File: src/rtl/rle_pkg.sv
package rle_pkg;
    typedef enum logic [1:0] {
        K_DATA,
        K_COUNT,
        K_ADDR
    } byte_kind_e;

    typedef enum logic [1:0] {
        S_IDLE,
        S_ARMED,
        S_EMIT
    } rle_state_e;
endpackage

File: src/rtl/rle_qual_decode.sv
module rle_qual_decode
    import rle_pkg::*;
#(
    parameter int DATA_W = 8
) (
    input  logic              is_data,
    input  logic [DATA_W-1:0] byte_in,
    output byte_kind_e        kind,
    output logic [DATA_W-2:0] count
);
    always_comb begin
        count = byte_in[DATA_W-2:0];
        if (is_data)
            kind = K_DATA;
        else if (byte_in[DATA_W-1])
            kind = K_ADDR;
        else
            kind = K_COUNT;
    end
endmodule

File: src/rtl/rle_rep_counter.sv
module rle_rep_counter #(
    parameter int CNT_W = 7
) (
    input  logic             clk,
    input  logic             rst_n,
    input  logic             load,
    input  logic [CNT_W-1:0] load_val,
    input  logic             dec,
    output logic             last
);
    logic [CNT_W-1:0] left_q;

    always_ff @(posedge clk) begin
        if (!rst_n)
            left_q <= '0;
        else if (load)
            left_q <= load_val;
        else if (dec)
            left_q <= left_q - 1'b1;
    end

    assign last = (left_q == '0);
endmodule

File: src/rtl/rle_expand.sv
module rle_expand
    import rle_pkg::*;
#(
    parameter int DATA_W = 8
) (
    input  logic              clk,
    input  logic              rst_n,
    input  logic              in_valid,
    output logic              in_ready,
    input  logic [DATA_W-1:0] in_byte,
    input  logic              in_is_data,
    output logic              out_valid,
    input  logic              out_ready,
    output logic [DATA_W-1:0] out_byte,
    output logic              addr_err
);
    localparam int CNT_W = DATA_W - 1;

    rle_state_e       state_q, state_d;
    byte_kind_e       kind;
    logic [CNT_W-1:0] cmd_count;
    logic [CNT_W-1:0] pend_q;
    logic [DATA_W-1:0] hold_q;
    logic             err_q;
    logic             take;
    logic             load_run, dec_run, run_last;
    logic [CNT_W-1:0] run_len;

    rle_qual_decode #(.DATA_W(DATA_W)) u_dec (
        .is_data (in_is_data),
        .byte_in (in_byte),
        .kind    (kind),
        .count   (cmd_count)
    );

    rle_rep_counter #(.CNT_W(CNT_W)) u_cnt (
        .clk      (clk),
        .rst_n    (rst_n),
        .load     (load_run),
        .load_val (run_len),
        .dec      (dec_run),
        .last     (run_last)
    );

    // State register
    always_ff @(posedge clk) begin
        if (!rst_n)
            state_q <= S_IDLE;
        else
            state_q <= state_d;
    end

    // Next state and control outputs
    always_comb begin
        state_d   = state_q;
        in_ready  = 1'b0;
        out_valid = 1'b0;
        load_run  = 1'b0;
        dec_run   = 1'b0;
        run_len   = '0;
        take      = 1'b0;
        unique case (state_q)
            S_IDLE: begin
                in_ready = 1'b1;
                take     = in_valid;
                if (take && kind == K_DATA) begin
                    load_run = 1'b1;
                    state_d  = S_EMIT;
                end else if (take && kind == K_COUNT) begin
                    state_d  = S_ARMED;
                end
            end
            S_ARMED: begin
                in_ready = 1'b1;
                take     = in_valid;
                if (take && kind == K_DATA) begin
                    load_run = 1'b1;
                    run_len  = pend_q;
                    state_d  = S_EMIT;
                end
            end
            S_EMIT: begin
                out_valid = 1'b1;
                if (out_ready) begin
                    if (run_last)
                        state_d = S_IDLE;
                    else
                        dec_run = 1'b1;
                end
            end
            default: state_d = S_IDLE;
        endcase
    end

    // Data path registers
    always_ff @(posedge clk) begin
        if (!rst_n) begin
            pend_q <= '0;
            hold_q <= '0;
            err_q  <= 1'b0;
        end else begin
            err_q <= take && (kind == K_ADDR);
            if (take && kind == K_COUNT)
                pend_q <= cmd_count;
            if (take && kind == K_DATA)
                hold_q <= in_byte;
        end
    end

    assign out_byte = hold_q;
    assign addr_err = err_q;
endmodule

File: config.mk
export PLATFORM = sky130hd
export DESIGN_NAME = rle_expand
export DESIGN_NICKNAME = d
export VERILOG_FILES = /design/src/rtl/rle_pkg.sv /design/src/rtl/rle_qual_decode.sv /design/src/rtl/rle_rep_counter.sv /design/src/rtl/rle_expand.sv
export SDC_FILE = /design/constraint.sdc
export NUM_CORES = 1
export LEC_CHECK = 0
export BUFFER_PORTS_ARGS = -buffer_cell sky130_fd_sc_hd__buf_2
export CELL_PAD_IN_SITES_DETAIL_PLACEMENT = 0
export CELL_PAD_IN_SITES_GLOBAL_PLACEMENT = 1
export CORE_ASPECT_RATIO = 0.6
export CORE_MARGIN = 10
export CORE_UTILIZATION = 41
export CTS_CLUSTER_SIZE = 8
export DETAILED_ROUTE_END_ITERATION = 8
export PLACE_DENSITY = 0.85
export SLEW_MARGIN = 0
export SYNTH_ARGS = -nofsm -noshare
export SYNTH_HDL_FRONTEND = slang
export SYNTH_SLANG_ARGS = --single-unit
File: constraint.sdc
create_clock -name clk -period 3.05 [get_ports clk]
set_input_delay 0.7625 -clock clk [delete_from_list [all_inputs] [get_ports clk]]
set_output_delay 0.7625 -clock clk [all_outputs]
set_load 0.01 [all_outputs]
# After elaboration in Yosys (flattened, before gate mapping)

Cells that the tools add are included.

$add $sub $neg: 1
Eq/ne operators: 8
Muxes and demuxes: 20
Reduce and logical (&&, ||, !) cells: 11

Operators with widths:

| kind                                                 | count |
|---|---|
| two-way mux 7 bit                                    | 4 |
| two-way mux 2 bit                                    | 7 |
| two-way mux 1 bit                                    | 8 |
| zero test 7 bit                                      | 1 |
| subtractor 7 x 1 -> 7 bit (second input constant)    | 1 |
| != test 2 bit (second input constant)                | 3 |
| case mux 2 bit (3 select lines)                      | 1 |
| logical AND 1 bit                                    | 5 |
| equality test 2 x 1 -> 1 bit (second input constant) | 2 |
| equality test 2 bit (second input constant)          | 2 |
| zero test 2 bit                                      | 2 |
| AND reduction 4 bit                                  | 1 |
| != test 3 bit (second input constant)                | 1 |
| nonzero test 2 bit                                   | 1 |
| OR reduction 2 bit                                   | 1 |

Register bits after elaboration: 25
Input bits: 13

# Longest topological paths before layout

Word-level depth: 7
Gate-level depth with buffers: 6
Gate-level depth less buffers: 6

# Modules after synthesis

Synthesis repeated with hierarchy kept, for this count alone.

Cells, all modules: 140
Area, all modules: 1,231.2 um2

Modules (own cells, without submodules):

| module          | instances | cells each | area an instance (um2) | seq. area each (um2) |
|---|---|---|---|---|
| rle_expand      | 1         | 87         | 787.0                  | 360.3 |
| rle_rep_counter | 1         | 44         | 379.1                  | 140.1 |
| rle_qual_decode | 1         | 9          | 65.1                   | 0.0 |

# Worst setup path after synthesis

OpenSTA, ideal clock, no wires.

Path type: input -> register
Start: in in_valid
End: reg pend_q[0]
Library setup time: 0.128 ns
Arrival time: 1.602 ns
Data required time: 2.922 ns
Setup slack: 1.320 ns
Stages on the path: 5
Path buffers: 1
Cell sequence: nor2b_1 > nor3b_1 > buf_2 > mux2i_1 > nor2_1

Longest elaborated chain between the ends: 2

Ends and longest elaborated chain:

| item                 | line              | RTL |
|---|---|---|
| start, declared      | rle_expand.sv:8   | `input logic in_valid,` |
| two-way mux 1 bit    | rle_expand.sv:62  | `unique case (state_q)` |
| logical AND 1 bit    | rle_expand.sv:103 | `if (take && kind == K_COUNT)` |
| end signal, assigned | rle_expand.sv:104 | `pend_q <= cmd_count;` |
| end, declared        | rle_expand.sv:22  | `logic [CNT_W-1:0] pend_q;` |

Every way passes these cells.
A chain may end at the register's enable or synchronous reset.

# Worst setup path in the final report

Start: in in_valid
End: reg u_cnt.left_q[0]

Longest elaborated chain between the ends: 4
Elaborated cells between the ends (all ways): 7
Classes of those cells: 5 x mux; 2 x reduce/logical

Ends and longest elaborated chain:

| item                                                    | line                               | RTL |
|---|---|---|
| logical AND 1 bit *                                     | rle_expand.sv:66, rle_expand.sv:76 |  |
| two-way mux 7 bit or two-way mux 1 bit (tied branches)  | rle_expand.sv:76, rle_expand.sv:66 |  |
| two-way mux 7 bit or two-way mux 1 bit (tied branches)  | --                                 |  |
| two-way mux 7 bit or nonzero test 2 bit (tied branches) | --                                 |  |
| end signal, assigned                                    | rle_rep_counter.sv:17              | `left_q <= load_val;` |
| end signal, assigned                                    | rle_rep_counter.sv:19              | `left_q <= left_q - 1'b1;` |
| end, declared                                           | rle_rep_counter.sv:11              | `logic [CNT_W-1:0] left_q;` |

Mark *: on every way between the ends. The rest lies on a longest branch, timed or not.

==> metrics.txt <==
# TYPE chip_impl_metric gauge
chip_impl_info{name="main_combinational_cell_family_by_area_after_synthesis",value="simple AND/OR/NAND/NOR gates"} 1
chip_impl_metric{name="worstPathArrival",unit="ns"} 2.06
chip_impl_info{name="setup.worst_path.start_class",value="input pin"} 1
chip_impl_metric{name="first_pass_iters",unit=""} 4
chip_impl_metric{name="worstPathRequired",unit="ns"} 3.19
chip_impl_metric{name="wirelength",unit="um"} 2600
chip_impl_metric{name="gr-usage-all-layers",unit="%"} 10.7
chip_impl_metric{name="synth_compound_gate_area_share",unit="%"} 15.4
chip_impl_metric{name="async_flop_share",unit="%"} 0
chip_impl_metric{name="post_synth_and_or_nand_nor_area_fraction",unit="%"} 22.8
chip_impl_metric{name="grt_start_max_net_pins",unit=""} 20
chip_impl_metric{name="clock-skew-final",unit="ns"} 0.00383
chip_impl_info{name="synth-main-ff-cell",value="sky130_fd_sc_hd__dfxtp_1"} 1
chip_impl_info{name="outcome",value="finished clean"} 1
chip_impl_metric{name="maxSlewHeadroom",unit="%"} 65.4
chip_impl_metric{name="clock_latency",unit="ns"} 0.27
chip_impl_metric{name="netlist.area_leader.share",unit="%"} 47.4
chip_impl_metric{name="postSynthRegisterBits",unit=""} 25
chip_impl_info{name="critical_path_sink_type",value="flop"} 1
chip_impl_metric{name="post_detailed_route_drc_marker_count",unit=""} 0
chip_impl_metric{name="hold_buffers",unit=""} 0
chip_impl_metric{name="placed_cell_area",unit="um^2"} 1200
chip_impl_metric{name="antenna_violations_before_repair",unit=""} 0
chip_impl_metric{name="p_int",unit="mW"} 0.468
chip_impl_metric{name="timing.final.crit_share",unit="%"} 62.9
chip_impl_metric{name="synth_adder_area_share",unit="%"} 1.19
chip_impl_metric{name="syn2layout_area_growth",unit="%"} 18.0
chip_impl_metric{name="synth_area_per_cell",unit="um^2"} 8.79
chip_impl_metric{name="core_area",unit="um^2"} 2490
chip_impl_metric{name="layout.cell_area.non_filler",unit="um^2"} 1240
chip_impl_metric{name="numPlacedInstances",unit=""} 172
chip_impl_info{name="worstHoldPathType",value="flop to flop"} 1
chip_impl_metric{name="power_switching",unit="mW"} 0.159
chip_impl_metric{name="ir_worst_vdd",unit="mV"} 0.283
chip_impl_metric{name="portBuffers",unit=""} 23
chip_impl_metric{name="top_level_ports",unit=""} 24
chip_impl_metric{name="min_clock_period_post_route",unit="ns"} 1.92
chip_impl_info{name="cts_root_buf",value="sky130_fd_sc_hd__clkbuf_8"} 1
chip_impl_metric{name="drt_iter0_markers",unit=""} 63
chip_impl_info{name="yosys.area.top_type",value="sky130_fd_sc_hd__dfxtp_1"} 1
chip_impl_metric{name="cts-resized-gates",unit=""} 0
chip_impl_metric{name="power_per_cell_area",unit="nW/um^2"} 504
chip_impl_metric{name="comb_power_share",unit="%"} 13.1
chip_impl_metric{name="mappedNetlistArea",unit="um^2"} 1050
chip_impl_metric{name="timing.final.max_slew_violations",unit=""} 0
chip_impl_metric{name="yosys.cell_types.count",unit=""} 35
chip_impl_metric{name="power.static_leakage",unit="nW"} 0.489
chip_impl_metric{name="hold-worst-slack",unit="ns"} 0.453
chip_impl_metric{name="number_of_max_cap_violations",unit=""} 0
chip_impl_metric{name="power.share.clock",unit="%"} 30.8
chip_impl_metric{name="maxClockFrequency",unit="MHz"} 521
chip_impl_metric{name="switching_share",unit="%"} 25.4
chip_impl_metric{name="seq_power_share",unit="%"} 56.1
chip_impl_metric{name="synth_xor_area_share",unit="%"} 1.66
chip_impl_metric{name="synthesis.nets",unit=""} 134
chip_impl_metric{name="routed-via-count",unit=""} 902
chip_impl_metric{name="die_w",unit="um"} 85.5
chip_impl_metric{name="yosysWarningCount",unit=""} 0
chip_impl_metric{name="synth_edf_count",unit=""} 0
chip_impl_metric{name="placementRows",unit=""} 14
chip_impl_metric{name="detail_route.vias_per_cell",unit=""} 5.13
chip_impl_metric{name="grt_pass1_wl",unit="um"} 4420
chip_impl_metric{name="postSynthCellCount",unit=""} 120
chip_impl_metric{name="hpwl",unit="um"} 2000
chip_impl_metric{name="cts_max_level",unit=""} 1
chip_impl_metric{name="first_global_vias",unit=""} 920
chip_impl_metric{name="seq_area",unit="um^2"} 500
chip_impl_metric{name="routed_wire_length_per_instance",unit="um"} 14.8
chip_impl_metric{name="synth_seq_area_share",unit="%"} 47.4
chip_impl_metric{name="drive_gt1_share",unit="%"} 20.1
chip_impl_metric{name="finalWeightedCongestion",unit=""} 0.799
chip_impl_metric{name="floorplan_die_height",unit="um"} 59.3
chip_impl_info{name="rsz0062_at_grt",value="no"} 1
chip_impl_metric{name="instances_no_fill",unit=""} 176
chip_impl_metric{name="die-area",unit="um^2"} 5070
chip_impl_info{name="timing.setup.critical_path_class",value="input pin to flop"} 1
chip_impl_metric{name="post_synth_mux_area_share",unit="%"} 7.71
chip_impl_info{name="synth_area_leaders",value="sky130_fd_sc_hd__dfxtp_1, sky130_fd_sc_hd__nand2_1, sky130_fd_sc_hd__a21oi_1"} 1
chip_impl_metric{name="cts.repair_timing.setup_buffer_count",unit=""} 0
chip_impl_metric{name="setup_tns_final",unit="ns"} 0
chip_impl_metric{name="timing.critical_path.fanout_max",unit=""} 12
chip_impl_metric{name="multi_input_comb_area",unit="um^2"} 514
chip_impl_info{name="tritoncts",value="built"} 1
chip_impl_metric{name="postLayoutSetupSlackWorst",unit="ns"} 1.13
chip_impl_metric{name="num-fill-cells",unit=""} 260
chip_impl_metric{name="utilization",unit="%"} 50.1
chip_impl_metric{name="clock-sinks",unit=""} 25
chip_impl_metric{name="place_worst_setup_slack",unit="ns"} 0.834
chip_impl_metric{name="antenna_left",unit=""} 0
chip_impl_metric{name="finalPower",unit="mW"} 0.627
chip_impl_metric{name="worst_pin_slew",unit="ns"} 0.516
chip_impl_metric{name="antenna_cells_inserted",unit=""} 0
chip_impl_metric{name="layout_net_count",unit=""} 159
chip_impl_metric{name="worst_setup_hold_path_clk_slew",unit="ns"} 0.08
chip_impl_metric{name="hold_viol_final",unit=""} 0
chip_impl_metric{name="cts.path.max_buffers",unit=""} 2
chip_impl_metric{name="setup_viol_count_final",unit=""} 0
chip_impl_metric{name="starting_density_of_the_core",unit="%"} 42.4
chip_impl_metric{name="globalRouteOverflowTotal",unit=""} 0
chip_impl_metric{name="cts_inserted_buffers",unit=""} 3
## layer usage
layer | global-route usage [%] | wire (um) | share of wire (%)
met5 | 0 | 0 | 0
met4 | 3.04 | 9 | 0.35
met3 | 4.81 | 175 | 6.7
met2 | 16.1 | 1090 | 42
met1 | 13.4 | 1330 | 51
## worst paths after layout
check	start	end	slack, ns	cells past startpoint
max reg2reg	state_q[1]	u_cnt.left_q[0]	1.36	4
min reg2reg	out_byte[4]	out_byte[4]	0.45	2
max	in_valid	u_cnt.left_q[0]	1.13	5
min	out_byte[4]	out_byte[4]	0.45	2
## synth_stat cells, drive strengths merged (2+ instances only)
| master | instances |
|---|---|
| nor3 | 3 |
| xnor2 | 2 |
| or3 | 2 |
| nor2 | 9 |
| inv | 5 |
| a211oi | 2 |
| mux2i | 7 |
| dfxtp | 25 |
| nand2 | 22 |
| a21oi | 15 |
| a32o | 2 |
| buf | 2 |
| a2111oi | 2 |
| clkbuf | 2 |
## cell type report
type                    instances  area share, %
clock buffers                   4           3.62
inverters                       6           1.81
multi-input cells              85           41.3
flip-flops and latches         25           40.2
well taps                      32           3.22
repair buffers                 24           9.85
## flip-flops by register name (all words and copies together) (netlist names)
name,cells
pend_q,7
addr_err,1
state_q,2
u_cnt.left_q,7
out_byte,8
## logic make-up (layout without fill, tap and decap cells)
group | count (synthesis) | in the layout
XOR/XNOR | 2 | 2
AND/OR/NAND/NOR | 48 | 48
buffers and inverters | 10 | 34
multiplexers | 8 | 8
adder cells (fa/ha/maj) | 1 | 1
flip-flops | 25 | 25
AO/OA/AOI/OAI | 26 | 26
## placed cells by master, fill, tap and decap left out, drive strengths merged, types with 2 or more instances in the layout
master | Yosys | layout
a2111oi | 2 | 2
a211oi | 2 | 2
a21oi | 15 | 15
a32o | 2 | 2
buf | 2 | 24
clkbuf | 2 | 4
dfxtp | 25 | 25
inv | 5 | 5
mux2i | 7 | 7
nand2 | 22 | 22
nor2 | 9 | 9
nor3 | 3 | 3
or3 | 2 | 2
xnor2 | 2 | 2
## power by group through the flow
stage | clock, mW | combinational, mW | sequential, mW
6_report | 0.193 | 0.0823 | 0.352
5_1_grt | 0.214 | 0.0928 | 0.354
4_1_cts | 0.201 | 0.0825 | 0.352
3_5_place_dp | 0 | 0.0823 | 0.359
2_1_floorplan | 0 | 0.0494 | 0.359
3_3_place_gp | 0 | 0.0802 | 0.358
## worst max-delay path, cell delays in order
cell                        delay, ns
sky130_fd_sc_hd__buf_2           0.09
sky130_fd_sc_hd__nor2b_1         0.26
sky130_fd_sc_hd__and2_1          0.44
sky130_fd_sc_hd__nor3_1          0.11
sky130_fd_sc_hd__a2111oi_1       0.39
Power figures use the tool's default switching activity.
